**config.mk**
```make
export PLATFORM = sky130hd
export DESIGN_NAME = smb_alert_responder
export DESIGN_NICKNAME = d
export VERILOG_FILES = /design/src/rtl/smba_pkg.sv /design/src/rtl/smba_datapath.sv /design/src/rtl/smba_ctrl.sv /design/src/rtl/smb_alert_responder.sv
export SDC_FILE = /design/constraint.sdc
export NUM_CORES = 1
export LEC_CHECK = 0
export BUFFER_PORTS_ARGS = -buffer_cell sky130_fd_sc_hd__buf_2
export CAP_MARGIN = 20
export CORE_ASPECT_RATIO = 2
export CORE_MARGIN = 2
export CORE_UTILIZATION = 50
export DETAILED_ROUTE_END_ITERATION = 8
export PLACE_DENSITY = 0.67
export SKIP_CTS_REPAIR_TIMING = 1
export SLEW_MARGIN = 20
export SYNTH_ARGS = -nofsm -noshare
export SYNTH_HDL_FRONTEND = slang
export SYNTH_HIERARCHICAL = 1
export SYNTH_SLANG_ARGS = --single-unit
```
**constraint.sdc**
```tcl
create_clock -name clk -period 3 [get_ports clk]
set_input_delay 0.6 -clock clk [delete_from_list [all_inputs] [get_ports clk]]
set_output_delay 0.6 -clock clk [all_outputs]
set_load 0.03 [all_outputs]
```
**src/rtl/smba_pkg.sv**
```systemverilog
package smba_pkg;

  localparam logic [6:0] ALERT_RESP_ADDR = 7'b0001100;

  typedef enum logic [3:0] {
    ST_IDLE,
    ST_ADDR,
    ST_ACKWAIT,
    ST_ACK,
    ST_TX,
    ST_TXEND,
    ST_MACK,
    ST_MNEXT,
    ST_WAIT
  } smbaState_e;

  // control -> datapath
  typedef struct packed {
    logic rxShift;
    logic cntClr;
    logic cntInc;
    logic txLoadAddr;
    logic txLoadOnes;
    logic txShift;
    logic sdaAck;
    logic sdaRelease;
    logic alertClear;
    logic busy;
  } smbaStrobe_t;

  // datapath -> control
  typedef struct packed {
    logic sclRise;
    logic sclFall;
    logic startDet;
    logic stopDet;
    logic araMatch;
    logic lastBit;
    logic txBit;
    logic sdaNow;
    logic alertOn;
  } smbaStatus_t;

endpackage

```
**src/rtl/smba_datapath.sv**
```systemverilog
module smba_datapath
  import smba_pkg::*;
#(
  parameter int AddrW = 7
) (
  input  logic             clk,
  input  logic             rstN,
  input  logic             sclIn,
  input  logic             sdaIn,
  input  logic [AddrW-1:0] ownAddr,
  input  logic             alertEn,
  input  logic             irqIn,
  input  smbaStrobe_t      strb,
  output smbaStatus_t      stat,
  output logic             sdaPullDn,
  output logic             alertDriveLow
);

  localparam int ByteW = AddrW + 1;
  localparam int CntW  = $clog2(ByteW);
  localparam logic [ByteW-1:0] AraRead = ByteW'({ALERT_RESP_ADDR, 1'b1});

  logic             sclQ, sdaQ;
  logic [ByteW-2:0] rxReg;
  logic [ByteW-1:0] txReg;
  logic [CntW-1:0]  bitCnt;
  logic             sdaDrv;
  logic             pendQ;
  logic             reqSeenQ;
  logic [ByteW-1:0] rxByte;

  // line history for edge and bus-condition detection
  always_ff @(posedge clk) begin
    if (!rstN) begin
      sclQ <= 1'b1;
      sdaQ <= 1'b1;
    end else begin
      sclQ <= sclIn;
      sdaQ <= sdaIn;
    end
  end

  assign rxByte = {rxReg, sdaIn};

  always_comb begin
    stat.sclRise  = sclIn & ~sclQ;
    stat.sclFall  = ~sclIn & sclQ;
    stat.startDet = sclIn & sclQ & sdaQ & ~sdaIn;
    stat.stopDet  = sclIn & sclQ & ~sdaQ & sdaIn;
    stat.araMatch = (rxByte == AraRead);
    stat.lastBit  = (bitCnt == CntW'(ByteW - 1));
    stat.txBit    = txReg[ByteW-1];
    stat.sdaNow   = sdaIn;
    stat.alertOn  = pendQ;
  end

  // receive shifter and bit counter
  always_ff @(posedge clk) begin
    if (!rstN) begin
      rxReg  <= '0;
      bitCnt <= '0;
    end else begin
      if (strb.rxShift) rxReg <= rxByte[ByteW-2:0];
      if (strb.cntClr)      bitCnt <= '0;
      else if (strb.cntInc) bitCnt <= bitCnt + CntW'(1);
    end
  end

  // transmit shifter and SDA pull-down
  always_ff @(posedge clk) begin
    if (!rstN) begin
      txReg  <= '1;
      sdaDrv <= 1'b0;
    end else begin
      if (strb.txLoadAddr)      txReg <= {ownAddr, 1'b0};
      else if (strb.txLoadOnes) txReg <= '1;
      else if (strb.txShift)    txReg <= {txReg[ByteW-2:0], 1'b1};

      if (strb.sdaRelease)      sdaDrv <= 1'b0;
      else if (strb.sdaAck)     sdaDrv <= 1'b1;
      else if (strb.txLoadAddr) sdaDrv <= ~ownAddr[AddrW-1];
      else if (strb.txLoadOnes) sdaDrv <= 1'b0;
      else if (strb.txShift)    sdaDrv <= ~txReg[ByteW-2];
    end
  end

  // pending alert; requests seen mid-transfer are held until the bus frees
  always_ff @(posedge clk) begin
    if (!rstN || !alertEn) begin
      pendQ    <= 1'b0;
      reqSeenQ <= 1'b0;
    end else begin
      if (strb.alertClear)
        pendQ <= 1'b0;
      else if (!strb.busy && (irqIn || reqSeenQ))
        pendQ <= 1'b1;

      if (!strb.busy)  reqSeenQ <= 1'b0;
      else if (irqIn)  reqSeenQ <= 1'b1;
    end
  end

  assign sdaPullDn     = sdaDrv;
  assign alertDriveLow = pendQ;

  assert_sda_scl_low_R9: assert property (@(posedge clk) disable iff (!rstN)
    !$stable(sdaDrv) |-> !$past(sclIn));

  assert_alert_release_cause_R7: assert property (@(posedge clk) disable iff (!rstN)
    $fell(pendQ) |-> ($past(strb.alertClear) || !$past(alertEn)));

  assert_no_alert_when_disabled_R2: assert property (@(posedge clk) disable iff (!rstN)
    !$past(alertEn) |-> !pendQ);

endmodule

```
**src/rtl/smba_ctrl.sv**
```systemverilog
module smba_ctrl
  import smba_pkg::*;
(
  input  logic        clk,
  input  logic        rstN,
  input  smbaStatus_t stat,
  output smbaStrobe_t strb
);

  smbaState_e stateQ, stateD;
  logic       firstQ, firstD;

  always_ff @(posedge clk) begin
    if (!rstN) begin
      stateQ <= ST_IDLE;
      firstQ <= 1'b0;
    end else begin
      stateQ <= stateD;
      firstQ <= firstD;
    end
  end

  always_comb begin
    strb      = '0;
    stateD    = stateQ;
    firstD    = firstQ;
    strb.busy = (stateQ != ST_IDLE);

    if (stat.stopDet) begin
      stateD          = ST_IDLE;
      strb.sdaRelease = 1'b1;
    end else if (stat.startDet) begin
      stateD          = ST_ADDR;
      strb.cntClr     = 1'b1;
      strb.sdaRelease = 1'b1;
    end else begin
      unique case (stateQ)
        ST_IDLE: ;
        ST_ADDR: begin
          if (stat.sclRise) begin
            strb.rxShift = 1'b1;
            strb.cntInc  = 1'b1;
            if (stat.lastBit)
              stateD = (stat.araMatch && stat.alertOn) ? ST_ACKWAIT : ST_WAIT;
          end
        end
        ST_ACKWAIT: begin
          if (!stat.alertOn) stateD = ST_WAIT;
          else if (stat.sclFall) begin
            strb.sdaAck = 1'b1;
            stateD      = ST_ACK;
          end
        end
        ST_ACK: begin
          if (stat.sclFall) begin
            strb.txLoadAddr = 1'b1;
            strb.cntClr     = 1'b1;
            firstD          = 1'b1;
            stateD          = ST_TX;
          end
        end
        ST_TX: begin
          if (stat.sclRise) begin
            if (stat.txBit && !stat.sdaNow) begin
              strb.sdaRelease = 1'b1;
              stateD          = ST_WAIT;
            end else if (stat.lastBit) begin
              stateD = ST_TXEND;
            end else begin
              strb.cntInc = 1'b1;
            end
          end else if (stat.sclFall) begin
            strb.txShift = 1'b1;
          end
        end
        ST_TXEND: begin
          if (stat.sclFall) begin
            strb.sdaRelease = 1'b1;
            stateD          = ST_MACK;
          end
        end
        ST_MACK: begin
          if (stat.sclRise) begin
            strb.alertClear = firstQ;
            firstD          = 1'b0;
            stateD          = stat.sdaNow ? ST_WAIT : ST_MNEXT;
          end
        end
        ST_MNEXT: begin
          if (stat.sclFall) begin
            strb.txLoadOnes = 1'b1;
            strb.cntClr     = 1'b1;
            stateD          = ST_TX;
          end
        end
        ST_WAIT: ;
        default: stateD = ST_IDLE;
      endcase
    end
  end

  assert_ack_needs_alert_R3: assert property (@(posedge clk) disable iff (!rstN)
    strb.sdaAck |-> stat.alertOn);

  assert_stop_to_idle_R10: assert property (@(posedge clk) disable iff (!rstN)
    stat.stopDet |=> (stateQ == ST_IDLE));

  assert_loss_leaves_tx_R6: assert property (@(posedge clk) disable iff (!rstN)
    (stateQ == ST_TX && stat.sclRise && stat.txBit && !stat.sdaNow) |=> (stateQ == ST_WAIT));

  assert_clear_only_after_tx_R7: assert property (@(posedge clk) disable iff (!rstN)
    strb.alertClear |-> (stateQ == ST_MACK));

endmodule

```
**src/rtl/smb_alert_responder.sv**
```systemverilog
module smb_alert_responder
  import smba_pkg::*;
#(
  parameter int AddrW = 7
) (
  input  logic             clk,
  input  logic             rstN,
  input  logic             sclIn,
  input  logic             sdaIn,
  input  logic [AddrW-1:0] ownAddr,
  input  logic             alertEn,
  input  logic             irqIn,
  output logic             sdaPullDn,
  output logic             alertDriveLow
);

  smbaStrobe_t strb;
  smbaStatus_t stat;

  smba_ctrl ctrl_i (
    .clk  (clk),
    .rstN (rstN),
    .stat (stat),
    .strb (strb)
  );

  smba_datapath #(.AddrW(AddrW)) dp_i (
    .clk           (clk),
    .rstN          (rstN),
    .sclIn         (sclIn),
    .sdaIn         (sdaIn),
    .ownAddr       (ownAddr),
    .alertEn       (alertEn),
    .irqIn         (irqIn),
    .strb          (strb),
    .stat          (stat),
    .sdaPullDn     (sdaPullDn),
    .alertDriveLow (alertDriveLow)
  );

endmodule

```
==> flow_metrics.env <==
export IMPL_slew_headroom=0.534
export IMPL_grt_first_pass_wirelength_um=6250
export IMPL_synth_top_cells_by_count="28 x dfxtp_1, 24 x nor2_1, 21 x nand2_1"
export IMPL_synth_area_um2=1650
export IMPL_drive_gt1_frac=0.179
export IMPL_rows=29
export IMPL_post_route_period_util=0.749
export IMPL_ant_nets=0
export IMPL_post_route_drc_count=0
export IMPL_critical_path_required_ns=3.19
export IMPL_tritoncts="built"
export IMPL_tns_ns=0
export IMPL_grt_overflow=0
export IMPL_setup_viol=0
export IMPL_synth_seq_area_share=0.340
export IMPL_synth_largest_area_cell="dfxtp_1"
export IMPL_track_usage=0.213
export IMPL_pin_count=15
export IMPL_cp_max_fo=13
export IMPL_core_area_um2=3160
export IMPL_rr_worst_depth=9
export IMPL_p_leak_uw=0.000629
export IMPL_outcome="completed"
export IMPL_routed_wl_um=3690
export IMPL_ys_seq_elements=28
export IMPL_cp_start_kind="primary input"
export IMPL_num_vias=1496
export IMPL_slew_violations=0
export IMPL_cap_violations=0
export IMPL_avgViaCountPerCell=6.29
export IMPL_max_vdd_ir_drop_v=0.000274
export IMPL_synth_nets=213
export IMPL_hpwl_um=2850
export IMPL_wl_per_cell_um=15.5
export IMPL_crit_type="primary input to flip-flop"
export IMPL_cts_sinks=28
export IMPL_initial_core_util=0.522
export IMPL_cts_path_max_buffers=2
export IMPL_die_h_um=85.2
export IMPL_r2r_end="dp_i/sdaPullDn"
export IMPL_grt_start_max_net_pins=22
export IMPL_die_w_um=44.6
export IMPL_drt_iter0_markers=32
export IMPL_ys_top_cells_by_area="dfxtp_1 34%, mux2i_1 5.5%, nor2_1 5.5%, nand2_1 4.8%, a21oi_1 4.6%"
export IMPL_syn_inst=198
export IMPL_synth_top_area_share=0.340
export IMPL_antenna_found_initial=0
export IMPL_hold_class="flip-flop to flip-flop"
export IMPL_hold_path_depth=1
export IMPL_dr_pass1_iters=4
export IMPL_clk_pin_slew_ns=0.10
export IMPL_max_freq_mhz=445
export IMPL_cp_arrival_ns=2.43
export IMPL_ys_types=53
export IMPL_dieArea_um2=3800
export IMPL_layout_nets=223
export IMPL_numCtsBuffers=3
export IMPL_gp_congestion=0.858
export IMPL_reg2reg_slack_ns=0.82
export IMPL_synth_edf_count=0
export IMPL_p_per_area_nw_per_um2=390
export IMPL_min_to="dp_i/txReg[5]"
export IMPL_portBuffers=14
export IMPL_fin_skew_ns=0.0103
export IMPL_syn2layout_area_growth_pct=6.61
export IMPL_min_delay_start="dp_i/txReg[5]"
export IMPL_reg2reg_from="dp_i/sclQ"
export IMPL_synth_flop_cell="dfxtp_1"
export IMPL_nFillCells=303
export IMPL_period_needed_ns=2.25
export IMPL_yosys_warnings=6
export IMPL_rsz0062_at_grt="false"
export IMPL_n_antenna_cell=0
export IMPL_crit_path_end_kind="flip-flop"
export IMPL_cts_max_level=1
export IMPL_finalHoldViolCount=0
export IMPL_worst_pin_slew_ns=0.698
export IMPL_syn_area_per_cell_um2=8.32
export IMPL_worstSkewPairLatency_ns=0.28
export IMPL_async_flop_share=0
export IMPL_synthMostInstantiatedCell="dfxtp_1"
export IMPL_grt_pass1_vias=1506
export IMPL_root_buffer="clkbuf_8"
export IMPL_post_route_util=0.556
## logic make-up (layout without fill, tap and decap cells)
group / after synthesis / after routing / share of synthesized area
AO/OA/AOI/OAI: 52 / 52 / 0.237
XOR/XNOR: 1 / 1 / 0.00532
adder cells (fa/ha/maj): 2 / 2 / 0.0152
buffers and inverters: 18 / 27 / 0.0630
flip-flops: 28 / 28 / 0.340
multiplexers: 9 / 9 / 0.0547
AND/OR/NAND/NOR: 88 / 88 / 0.285
## sequential cells by signal, indices dropped and copies added (netlist names)
name / flops
dp_i/txReg: 8
dp_i/rxReg: 7
ctrl_i/stateQ: 4
dp_i/sdaPullDn: 1
dp_i/sclQ: 1
dp_i/sdaQ: 1
ctrl_i/firstQ: 1
dp_i/alertDriveLow: 1
dp_i/bitCnt: 3
dp_i/reqSeenQ: 1
## critical path, cell delays in order
cell	delay, ns
buf_2	0.10
nand2_1	0.07
nor3b_1	0.42
nor2_1	0.21
nand2_1	0.10
nor2_1	0.04
buf_4	0.21
nor2_2	0.22
a221oi_1	0.13
a2111oi_2	0.33
## where the power goes
part | internal, µW | leakage (µW) | total (µW) | switching, µW
clock network | 117 | 0.0000288 | 232 | 115
registers | 375 | 0.000227 | 384 | 8.82
logic | 27.5 | 0.000374 | 68.0 | 40.5
total | 520 | 0.000629 | 684 | 164
## per-stage QoR
stage	hold WS (ns)	instances	setup slack (ns)	total power (µW)	instance area [µm²]
floorplan	0.435	198	0.872	440	1650
global placement	0.449	234	0.567	457	1700
detailed placement	0.455	234	0.517	459	1700
CTS	0.480	238	0.809	694	1760
global route	0.506	238	0.596	719	1760
finish	0.473	238	0.754	684	1760
## worst max path at each step
stage	start	end	slack [ns]
global placement	sclIn	dp_i/sdaPullDn	0.57
finish	sclIn	dp_i/sdaPullDn	0.75
CTS	sclIn	dp_i/sdaPullDn	0.81
floorplan	sclIn	dp_i/sdaPullDn	0.87
detailed placement	sclIn	dp_i/sdaPullDn	0.52
global route	sclIn	dp_i/sdaPullDn	0.60
## layout make-up
type | count | area [µm²] | area share
Timing Repair Buffer | 18 | 100 | 0.0570
Tap cell | 31 | 38.8 | 0.0221
Clock buffer | 4 | 55.1 | 0.0313
Sequential cell | 28 | 561 | 0.319
Inverter | 5 | 18.8 | 0.0107
Multi-Input combinational cell | 152 | 983 | 0.560
## placed cells by master, fill, tap and decap left out, drive strengths merged, types with 2 or more instances in the layout
master and instances:
a2111oi 2, a211o 5, a211oi 4, a21oi 18
a31oi 2, and4b 2, buf 18, clkbuf 4
dfxtp 28, ha 2, inv 5, mux2i 9
nand2 21, nand2b 6, nand3 4, nor2 25
nor2b 11, nor3 7, nor3b 3, o21ai 7
o22ai 2, or3 2
## layer usage
metal / share of wire / global-route usage / vias to the layer above
li1: - / - / 719
met1: 0.37 / 0.209 / 700
met2: 0.55 / 0.389 / 57
met3: 0.037 / 0.0319 / 20
met4: 0.041 / 0.127 / 0
met5: 0 / 0 / -
(Power assumes the default switching activity.)
